<file path="config.mk">
export PLATFORM = sky130hd
export DESIGN_NAME = irq_pend_ctrl
export DESIGN_NICKNAME = d
export VERILOG_FILES = /design/src/rtl/irq_pend_pkg.sv /design/src/rtl/irq_pend_bank.sv /design/src/rtl/irq_prio_regs.sv /design/src/rtl/irq_arbiter.sv /design/src/rtl/irq_pend_ctrl.sv
export SDC_FILE = /design/constraint.sdc
export NUM_CORES = 1
export LEC_CHECK = 0
export BUFFER_PORTS_ARGS = -buffer_cell sky130_fd_sc_hd__buf_4
export CORE_UTILIZATION = 50
export CTS_BUF_LIST = sky130_fd_sc_hd__clkbuf_2 sky130_fd_sc_hd__clkbuf_4 sky130_fd_sc_hd__clkbuf_8
export DETAILED_ROUTE_END_ITERATION = 8
export GPL_TIMING_DRIVEN = 0
export PLACE_DENSITY = 0.75
export REMOVE_ABC_BUFFERS = 1
export SLEW_MARGIN = 20
export SYNTH_ARGS = -nofsm -noshare
export SYNTH_HDL_FRONTEND = slang
export SYNTH_HIERARCHICAL = 1
export SYNTH_SLANG_ARGS = --single-unit
export TNS_END_PERCENT = 20
</file>
<file path="constraint.sdc">
create_clock -name clk -period 36.9 [get_ports clk]
set_input_delay 7.38 -clock clk [delete_from_list [all_inputs] [get_ports clk]]
set_output_delay 7.38 -clock clk [all_outputs]
set_load 0.03 [all_outputs]
</file>
<file path="src/rtl/irq_pend_pkg.sv">
package irq_pend_pkg;
  typedef enum logic [1:0] {
    OP_PEND_SET = 2'd0,
    OP_PEND_CLR = 2'd1,
    OP_PRIO_WR  = 2'd2,
    OP_BASE_WR  = 2'd3
  } reg_op_e;

  localparam int EXC_FIRST = 16;
endpackage

</file>
<file path="src/rtl/irq_pend_bank.sv">
module irq_pend_bank #(
  parameter int NUM_IRQ = 8
) (
  input  logic               clk,
  input  logic               rst,
  input  logic [NUM_IRQ-1:0] irq_req,
  input  logic [NUM_IRQ-1:0] start_vec,
  input  logic [NUM_IRQ-1:0] ret_vec,
  input  logic [NUM_IRQ-1:0] sw_set,
  input  logic [NUM_IRQ-1:0] sw_clr,
  output logic [NUM_IRQ-1:0] pend_q,
  output logic [NUM_IRQ-1:0] act_q
);
  for (genvar i = 0; i < NUM_IRQ; i++) begin : g_line
    logic p_r, a_r, prev_r, hw_set;

    // level while idle, or a fresh rising edge while the handler runs
    assign hw_set = irq_req[i] & ~start_vec[i] & (~a_r | ~prev_r);

    always_ff @(posedge clk) begin
      if (rst) begin
        p_r    <= 1'b0;
        a_r    <= 1'b0;
        prev_r <= 1'b0;
      end else begin
        prev_r <= irq_req[i];
        if (start_vec[i])             p_r <= 1'b0;
        else if (sw_clr[i])           p_r <= 1'b0;
        else if (hw_set || sw_set[i]) p_r <= 1'b1;
        if (start_vec[i])             a_r <= 1'b1;
        else if (ret_vec[i])          a_r <= 1'b0;
      end
    end

    assign pend_q[i] = p_r;
    assign act_q[i]  = a_r;

    // pending is sticky
    p_pend_sticky_r1: assert property (@(posedge clk) disable iff (rst)
      p_r && !start_vec[i] && !sw_clr[i] |=> p_r);
    // start moves the line from pending to active
    p_start_moves_r2: assert property (@(posedge clk) disable iff (rst)
      start_vec[i] |=> a_r && !p_r);
    // active holds until its return
    p_active_hold_r3: assert property (@(posedge clk) disable iff (rst)
      a_r && !ret_vec[i] && !start_vec[i] |=> a_r);
  end
endmodule

</file>
<file path="src/rtl/irq_prio_regs.sv">
module irq_prio_regs #(
  parameter int NUM_IRQ   = 8,
  parameter int PRIO_BITS = 3,
  parameter int IDX_W     = 3
) (
  input  logic                              clk,
  input  logic                              rst,
  input  logic                              wr_en,
  input  logic [IDX_W-1:0]                  wr_idx,
  input  logic [7:0]                        wr_data,
  input  logic [IDX_W-1:0]                  rd_idx,
  output logic [NUM_IRQ-1:0][PRIO_BITS-1:0] prio_flat,
  output logic [7:0]                        rd_prio
);
  localparam int DROP = 8 - PRIO_BITS;

  logic [PRIO_BITS-1:0] prio_r [NUM_IRQ];

  always_ff @(posedge clk) begin
    if (rst) begin
      for (int i = 0; i < NUM_IRQ; i++) prio_r[i] <= '0;
      rd_prio <= '0;
    end else begin
      if (wr_en) prio_r[wr_idx] <= wr_data[7:DROP];
      rd_prio <= 8'(prio_r[rd_idx]) << DROP;
    end
  end

  for (genvar i = 0; i < NUM_IRQ; i++) begin : g_flat
    assign prio_flat[i] = prio_r[i];
  end
endmodule

</file>
<file path="src/rtl/irq_arbiter.sv">
module irq_arbiter #(
  parameter int NUM_IRQ   = 8,
  parameter int PRIO_BITS = 3,
  parameter int IDX_W     = 3
) (
  input  logic [NUM_IRQ-1:0]                elig,
  input  logic [NUM_IRQ-1:0][PRIO_BITS-1:0] prio_flat,
  output logic                              found,
  output logic [IDX_W-1:0]                  win_idx,
  output logic [7:0]                        win_prio
);
  logic [PRIO_BITS-1:0] best_p;

  // scan from line 0 upward; strict compare keeps the lowest index on ties
  always_comb begin
    found   = 1'b0;
    win_idx = '0;
    best_p  = '1;
    for (int i = 0; i < NUM_IRQ; i++) begin
      if (elig[i] && (!found || prio_flat[i] < best_p)) begin
        found   = 1'b1;
        win_idx = IDX_W'(i);
        best_p  = prio_flat[i];
      end
    end
    win_prio = 8'(best_p) << (8 - PRIO_BITS);
  end
endmodule

</file>
<file path="src/rtl/irq_pend_ctrl.sv">
module irq_pend_ctrl
  import irq_pend_pkg::*;
#(
  parameter int NUM_IRQ   = 8,
  parameter int PRIO_BITS = 3,
  parameter int ADDR_W    = 32,
  localparam int IDX_W    = $clog2(NUM_IRQ),
  localparam int EXC_W    = $clog2(NUM_IRQ + EXC_FIRST)
) (
  input  logic               clk,
  input  logic               rst,
  input  logic [NUM_IRQ-1:0] irq_req,
  input  logic               handler_start,
  input  logic               exc_return,
  input  logic [EXC_W-1:0]   ret_num,
  input  logic [7:0]         run_prio,
  input  logic               gmask,
  input  logic               reg_we,
  input  logic [1:0]         reg_op,
  input  logic [IDX_W-1:0]   reg_idx,
  input  logic [ADDR_W-1:0]  reg_wdata,
  output logic               take_req,
  output logic [EXC_W-1:0]   take_num,
  output logic [ADDR_W-1:0]  take_vec,
  output logic [NUM_IRQ-1:0] pend_q,
  output logic [NUM_IRQ-1:0] act_q,
  output logic [7:0]         rd_prio
);
  localparam int ALIGN_W = EXC_W + 2;

  reg_op_e op;
  assign op = reg_op_e'(reg_op);

  logic [NUM_IRQ-1:0] start_vec, ret_vec, sw_set, sw_clr, elig;
  logic [IDX_W-1:0]   take_idx_q, win_idx;
  logic [ADDR_W-1:0]  base_q;
  logic [NUM_IRQ-1:0][PRIO_BITS-1:0] prio_flat;
  logic               found;
  logic [7:0]         win_prio;
  logic [EXC_W-1:0]   cand_num, ret_off;

  assign ret_off = ret_num - EXC_W'(EXC_FIRST);

  always_comb begin
    for (int i = 0; i < NUM_IRQ; i++) begin
      start_vec[i] = handler_start && take_req && (take_idx_q == IDX_W'(i));
      ret_vec[i]   = exc_return && (ret_num >= EXC_W'(EXC_FIRST)) && (ret_off == EXC_W'(i));
      sw_set[i]    = reg_we && (op == OP_PEND_SET) && (reg_idx == IDX_W'(i));
      sw_clr[i]    = reg_we && (op == OP_PEND_CLR) && (reg_idx == IDX_W'(i));
    end
  end

  irq_pend_bank #(.NUM_IRQ(NUM_IRQ)) u_bank (
    .clk(clk), .rst(rst), .irq_req(irq_req), .start_vec(start_vec),
    .ret_vec(ret_vec), .sw_set(sw_set), .sw_clr(sw_clr),
    .pend_q(pend_q), .act_q(act_q)
  );

  irq_prio_regs #(.NUM_IRQ(NUM_IRQ), .PRIO_BITS(PRIO_BITS), .IDX_W(IDX_W)) u_prio (
    .clk(clk), .rst(rst), .wr_en(reg_we && (op == OP_PRIO_WR)), .wr_idx(reg_idx),
    .wr_data(reg_wdata[7:0]), .rd_idx(reg_idx), .prio_flat(prio_flat), .rd_prio(rd_prio)
  );

  // the line being started this cycle is already out of the race
  assign elig = pend_q & ~act_q & ~start_vec;

  irq_arbiter #(.NUM_IRQ(NUM_IRQ), .PRIO_BITS(PRIO_BITS), .IDX_W(IDX_W)) u_arb (
    .elig(elig), .prio_flat(prio_flat), .found(found),
    .win_idx(win_idx), .win_prio(win_prio)
  );

  assign cand_num = EXC_W'(EXC_FIRST) + EXC_W'(win_idx);

  always_ff @(posedge clk) begin
    if (rst) begin
      base_q     <= '0;
      take_req   <= 1'b0;
      take_num   <= '0;
      take_vec   <= '0;
      take_idx_q <= '0;
    end else begin
      if (reg_we && op == OP_BASE_WR)
        base_q <= {reg_wdata[ADDR_W-1:ALIGN_W], ALIGN_W'(0)};
      take_req   <= found && (win_prio < run_prio) && !gmask;
      take_idx_q <= win_idx;
      take_num   <= cand_num;
      take_vec   <= base_q + (ADDR_W'(cand_num) << 2);
    end
  end

  // masked cycles never lead to an offer
  p_mask_blocks_r10: assert property (@(posedge clk) disable iff (rst)
    gmask |=> !take_req);
  // an offered line is never already active
  p_offer_not_active_r3: assert property (@(posedge clk) disable iff (rst)
    take_req |-> !act_q[take_idx_q]);
  // offered vectors are word aligned and numbered from 16
  p_vec_aligned_r9: assert property (@(posedge clk) disable iff (rst)
    take_req |-> take_vec[1:0] == 2'b00 && take_num >= EXC_W'(EXC_FIRST));
  // unstored priority bits read as zero
  p_prio_low_zero_r7: assert property (@(posedge clk) disable iff (rst)
    (rd_prio & ~(8'hFF << (8 - PRIO_BITS))) == 8'h00);
endmodule

</file>
# Word level (Yosys, flattened, before mapping)
# Memory sizes are Yosys's and may differ from the RTL's. A register that Yosys moved wholly into a read port is not among the register bits.
# Index checks and enable logic that the tools add are counted.
op_classes:
  reduce_logical: 91
  order_cmp: 9
  eq_ne: 24
  addsub: 3
  mux: 47
  bitwise_logic: 52
op_table:
  columns: ["op", "count"]
  rows:
  - ["1-bit logical AND", 47]
  - ["3-bit 2-to-1 mux", 14]
  - ["32-bit by 7-bit adder with 32-bit output", 1]
  - ["1-bit 2-to-1 mux", 31]
  - ["3-bit OR reduction", 9]
  - ["3-bit == test, second input constant", 8]
  - ["1-bit inverter", 24]
  - ["3-bit < comparator", 7]
  - ["5-bit by 3-bit == test with 1-bit output, second input constant", 4]
  - ["1-bit bitwise AND", 16]
  - ["8-bit bitwise AND", 2]
  - ["8-bit inverter", 2]
  - ["2-bit nonzero test", 8]
  - ["1-bit logical OR", 15]
  - ["3-bit by 2-bit == test with 1-bit output, second input constant", 4]
  - ["5-bit by 2-bit == test with 1-bit output, second input constant", 2]
  - ["1-bit logical NOT", 8]
  - ["8-bit < comparator", 1]
  - ["1-bit OR", 8]
  - ["3-bit by 1-bit == test with 1-bit output, second input constant", 2]
  - ["3-bit logical NOT", 2]
  - ["5-bit by 3-bit adder with 5-bit output, first input constant", 1]
  - ["5-bit by 1-bit == test with 1-bit output, second input constant", 1]
  - ["5-bit >= comparator, second input constant", 1]
  - ["other kinds (6)", 8]
totals:
  inputBits: 64
  ram_bits: 24
  memories: 1
  ff_bits: 95
  output_inout_bits: 62
mem_list:
  columns: ["memory", "words", "word_bits", "rd", "rd_ports_with_merged_regs", "write_ports", "line_no", "source"]
  rows:
  - ["u_prio.prio_r", 8, 3, 9, 1, 8, "irq_prio_regs.sv:17", "logic [PRIO_BITS-1:0] prio_r [NUM_IRQ];"]

# Logic depth before layout (Yosys ltp)
depth:
  ltp_word: 36
  depth_mapped: 63

# Hierarchy
# The synthesis kept the hierarchy.
by_module_without_submodules:
  columns: ["module", "area_each_um2", "instances", "cells_each"]
  rows:
  - ["irq_pend_ctrl", 2237.1, 1, 267]
  - ["irq_prio_regs", 1295.0, 1, 93]
  - ["irq_arbiter", 1266.2, 1, 182]
  - ["irq_pend_bank", 977.2, 1, 98]

# Worst setup path before layout
# OpenSTA, ideal clock, no wires.
synth_timing:
  kind: "input-to-reg"
  startpoint: "input port handler_start"
  endpoint: "register take_req"
  cell_stages: 49
  t_arrival_ns: 17.026
  path_slack_ns: 19.794
  setup_ns: 0.079
  required_ns: 36.821
  cell_sequence: "nand3b_1 -> nor2_1 -> nor3b_1 -> nand2_1 -> a2111oi_4 -> or2_1 -> o21ai_2 -> o21ai_0 -> inv_1 -> ha_1 -> o311ai_0 -> nor3_1 -> a21oi_1 -> a22oi_1 -> or2_2 -> mux2_2 -> inv_1 -> ha_1 -> (+13 left out) -> a21oi_2 -> a31oi_4 -> mux2_2 -> ha_1 -> a21oi_1 -> o21ai_0 -> a31oi_1 -> a31o_2 -> nor2_1 -> a21oi_1 -> ha_1 -> a211oi_1 -> or3b_2 -> o31a_4 -> o22a_1 -> ha_1 -> or4b_4 -> a211oi_2"
synth_rtl:
  columns: ["item", "line_no", "source"]
  rows:
  - ["start, declared", "irq_pend_ctrl.sv:13", "input logic handler_start,"]
  - ["1-bit logical AND * (2 in a row)", "irq_pend_ctrl.sv:46", "start_vec[i] = handler_start && take_req && (take_idx_q == IDX_W'(i));"]
  - ["net start_vec[1]", "irq_pend_ctrl.sv:34", "logic [NUM_IRQ-1:0] start_vec, ret_vec, sw_set, sw_clr, elig;"]
  - ["8-bit inverter *", "irq_pend_ctrl.sv:65", "assign elig = pend_q & ~act_q & ~start_vec;"]
  - ["8-bit bitwise AND *", "irq_pend_ctrl.sv:65", null]
  - ["net elig[1]", "irq_pend_ctrl.sv:34", null]
  - ["1-bit logical AND *", "irq_arbiter.sv:20", "if (elig[i] && (!found || prio_flat[i] < best_p)) begin"]
  - ["3-bit 2-to-1 mux or 1-bit 2-to-1 mux (tied branches)", "irq_arbiter.sv:20", null]
  - ["3-bit < comparator or 1-bit logical NOT (tied branches)", "irq_arbiter.sv:20", null]
  - ["(+18 left out)", null, null]
  - ["3-bit 2-to-1 mux or 1-bit 2-to-1 mux (tied branches)", "irq_arbiter.sv:20", null]
  - ["3-bit < comparator or 1-bit logical NOT (tied branches)", "irq_arbiter.sv:20", null]
  - ["1-bit logical OR", "irq_arbiter.sv:20", null]
  - ["1-bit logical AND", "irq_arbiter.sv:20", null]
  - ["3-bit 2-to-1 mux *", "irq_arbiter.sv:20", null]
  - ["net win_prio[7]", "irq_pend_ctrl.sv:39", "logic [7:0] win_prio;"]
  - ["8-bit < comparator *", "irq_pend_ctrl.sv:84", "take_req <= found && (win_prio < run_prio) && !gmask;"]
  - ["1-bit logical AND * (2 in a row)", "irq_pend_ctrl.sv:84", null]
  - ["end signal, assigned", "irq_pend_ctrl.sv:84", null]
  - ["end, declared", "irq_pend_ctrl.sv:22", "output logic take_req,"]
# The timed path passes the listed nets; every way through them passes the cells marked *.
# A chain may end at the register's enable or synchronous reset.

# Final worst setup path
# Same ends and word-level chain as after synthesis.

==> results_dict.tcl <==
set metrics [dict create \
    slew_headroom 0.334 \
    route.vias.total 4673 \
    final_max_slew_viol_count 0 \
    io_buffers 111 \
    pwr-share-clk 0.248 \
    die_h_microns 109 \
    synth_ff_type "dfxtp_1" \
    endpoint_kind "register" \
    cpLargestDelayFamily "compound AO/OA/AOI/OAI gates" \
    worst-path-buf-inv 4 \
    cp.arrival_ns 18.84 \
    initial_utilization 0.524 \
    powerDensity_nw_per_um2 44.4 \
    drtIter0Drc 201 \
    path_class "in -> reg" \
    diodes 0 \
    wirelength_microns 13000 \
    status "completed" \
    antenna_found_initial 0 \
    clkLatencyLatePin_ns 0.37 \
    nNetsFinal 803 \
    setup_viol 0 \
    cts_root_buf "clkbuf_8" \
    grt_pass1_wl_microns 20500 \
    core_area_sq_um 11000 \
    fin_worst_skew_ns 0.00877 \
    die_x_microns 109 \
    period_minus_slack_ns 18.58 \
    postCtsHoldBufs 0 \
    postSynthCellCount 640 \
    cts_setup_buffers 0 \
    fin_worst_hold_slack_ns 0.455 \
    wire_per_inst_microns 14.9 \
    seqPwrFrac 0.441 \
    antenna_left 0 \
    layout-drive-gt1-share 0.232 \
    max_freq_mhz 53.8 \
    internal_power_w 0.000197 \
    yosysWarnings 6 \
    p_leak_nw 2.73 \
    critPathMaxFanout 7 \
    htree_levels 3 \
    netlist_area_sq_um 5780 \
    die_area_sq_um 12000 \
    power_switching_w 0.000100 \
    via_per_inst 5.38 \
    drc 0 \
    fin_crit_sh 0.504 \
    dp_hpwl_microns 9900 \
    grt_start_max_net_pins 93 \
    cts.sinks 106 \
    cts.clk_slew.worst_paths_ns 0.11 \
    hold_path_class "reg -> reg" \
    postSynthAreaPerCell_sq_um 9.02 \
    cp_slowest_cell "nor3b_1" \
    peakVddDrop_mv 0.0299 \
    hold_viol_final 0 \
    setup.worst_path.start "handler_start" \
    hold_start "base_q[13]" \
    rsz0062_at_grt "false" \
    gp_routability_congestion 0.893 \
    worst_slew_pin_slew_ns 0.996 \
    area_growth_pct 15.7 \
    synth_cell_types 70 \
    async_flop_share 0 \
    cts.repair.resized 0 \
    critical_path_required_ns 37.16 \
    rows 38 \
    io_pins 126 \
    clock_path_buffers 2 \
    regToRegStartpoint "take_idx_q[1]" \
    grt_pass1_vias 4462 \
    cp-start-kind "primary input" \
    cts_buffers 9 \
    cpPeakStageDelay_ns 0.64 \
    firstDrtPassIters 5 \
    layout_setup_ws_ns 18.32 \
    combPwrFrac 0.310 \
    place_ws_ns 17.77 \
    cpMostUsedCell "ha_1" \
    synth_edf_count 24 \
    cts_tree "done" \
    gr-total-overflow 0 \
    sw_frac_of_total 0.337 \
    grt.total_usage 0.224 \
    yosysSeqAreaShare 0.409 \
    ys_ff_latch 106 \
    postLayoutCoreUtil 0.606 \
    cap_violations 0 \
    finalPower_w 0.000297 \
    fin_setup_tns_ns 0 \
]
cells in the mapped netlist, types with 5 or more instances:
| master | n | share of area |
|---|---|---|
| a21boi_0 | 9 | 0.012 |
| a21oi_1 | 51 | 0.044 |
| and2_1 | 26 | 0.028 |
| buf_2 | 5 | 0.0043 |
| buf_4 | 36 | 0.047 |
| clkbuf_1 | 7 | 0.0046 |
| dfxtp_1 | 82 | 0.28 |
| edfxtp_1 | 24 | 0.12 |
| ha_1 | 16 | 0.035 |
| inv_1 | 29 | 0.019 |
| mux2i_1 | 7 | 0.012 |
| mux4_2 | 6 | 0.023 |
| nand2_1 | 73 | 0.047 |
| nand2b_1 | 21 | 0.023 |
| nand3_1 | 7 | 0.0061 |
| nor2_1 | 57 | 0.037 |
| nor2b_1 | 40 | 0.043 |
| nor3_1 | 15 | 0.013 |
| nor3_2 | 6 | 0.010 |
| nor3b_1 | 8 | 0.010 |
| o21ai_0 | 12 | 0.010 |
| o31a_1 | 8 | 0.012 |
| or2_1 | 6 | 0.0065 |
| or2_2 | 6 | 0.0065 |
path summary, 6_finish.rpt:
check | to | slack, ns | depth (start not counted)
worst max-delay path | take_req | 18.32 | 52
worst min-delay path | base_q[13] | 0.46 | 2
worst max register to register | take_req | 25.00 | 51
worst min register to register | base_q[13] | 0.46 | 2
cells by family (layout without fill, tap and decap cells):
kind of cell	Yosys count	after routing	synth area share
simple gates	288	288	0.264
buf+inv	81	156	0.0823
flops	106	106	0.409
compound gates	130	130	0.167
other cells	3	16	0.00195
fa+ha+maj	16	16	0.0347
mux	16	16	0.0414
area by class of cell:
class                   count  area [sq um]
multi-input cells         466          2990
repair buffers            111           833
well taps                 140           175
flip-flops and latches    106          2360
inverters                  29           109
clock buffers               9           124
fillers                   970          4350
clock inverters             7          86.3
stage by stage:
stage                     instances  cell area [sq um]
after CTS                       868               6680
after global routing            868               6680
after detailed placement        852               6470
final                           868               6680
after floorplan                 601               5460
after global placement          852               6470
power by group through the flow:
| stage | Clock, W | Combinational (W) | Sequential [W] |
|---|---|---|---|
| 2_1_floorplan | 0 | 0.0000554 | 0.000141 |
| 3_3_place_gp | 0 | 0.0000890 | 0.000133 |
| 3_5_place_dp | 0 | 0.0000917 | 0.000134 |
| 4_1_cts | 0.0000758 | 0.0000920 | 0.000131 |
| 5_1_grt | 0.0000800 | 0.000101 | 0.000132 |
| 6_report | 0.0000736 | 0.0000921 | 0.000131 |
flip-flops by register name, indices dropped and copies added (netlist names), 2 cells and up:
register and flops:
u_bank/g_line.p_r 8, u_prio/rd_prio 3, take_idx_q 2, base_q 25, u_bank/g_line.prev_r 8, take_vec 26, u_bank/g_line.a_r 8, u_prio/prio_r 24
worst reg2reg max path, delay by kind of cell (launching register included):
family	cells	cell delay, ns
compound gates	25	5.36
fa+ha+maj	7	1.74
buf+inv	3	0.23
flops	1	0.40
mux	3	0.79
simple gates	13	3.29
routing by layer:
| layer | track usage | vias up | wire [microns] | part of all wire |
|---|---|---|---|---|
| li1 | - | 2329 | - | - |
| met1 | 0.269 | 2170 | 5490 | 0.42 |
| met2 | 0.380 | 154 | 6170 | 0.48 |
| met3 | 0.0652 | 20 | 1030 | 0.079 |
| met4 | 0.0829 | 0 | 291 | 0.022 |
| met5 | 0 | - | 0 | 0 |
cells in the final DEF, fill, tap and decap left out, drive strengths merged, types with 3 or more instances in the layout:
cell | Yosys | routed
a31o | 4 | 4
mux2 | 3 | 3
nor3b | 8 | 8
nor3 | 21 | 21
o211ai | 5 | 5
dfxtp | 82 | 82
conb | 3 | 16
o21ai | 15 | 15
nand3 | 7 | 7
edfxtp | 24 | 24
or3b | 4 | 4
a21oi | 52 | 52
nor2b | 40 | 40
inv | 29 | 32
a31oi | 8 | 8
nand3b | 3 | 3
mux4 | 6 | 6
a211oi | 5 | 5
o31a | 9 | 9
nor2 | 57 | 57
buf | 45 | 111
nand2 | 73 | 73
and2 | 26 | 26
ha | 16 | 16
clkbuf | 7 | 9
nand2b | 22 | 22
or2 | 12 | 12
or3 | 4 | 4
a21boi | 9 | 9
mux2i | 7 | 7
(Power assumes the default switching activity.)
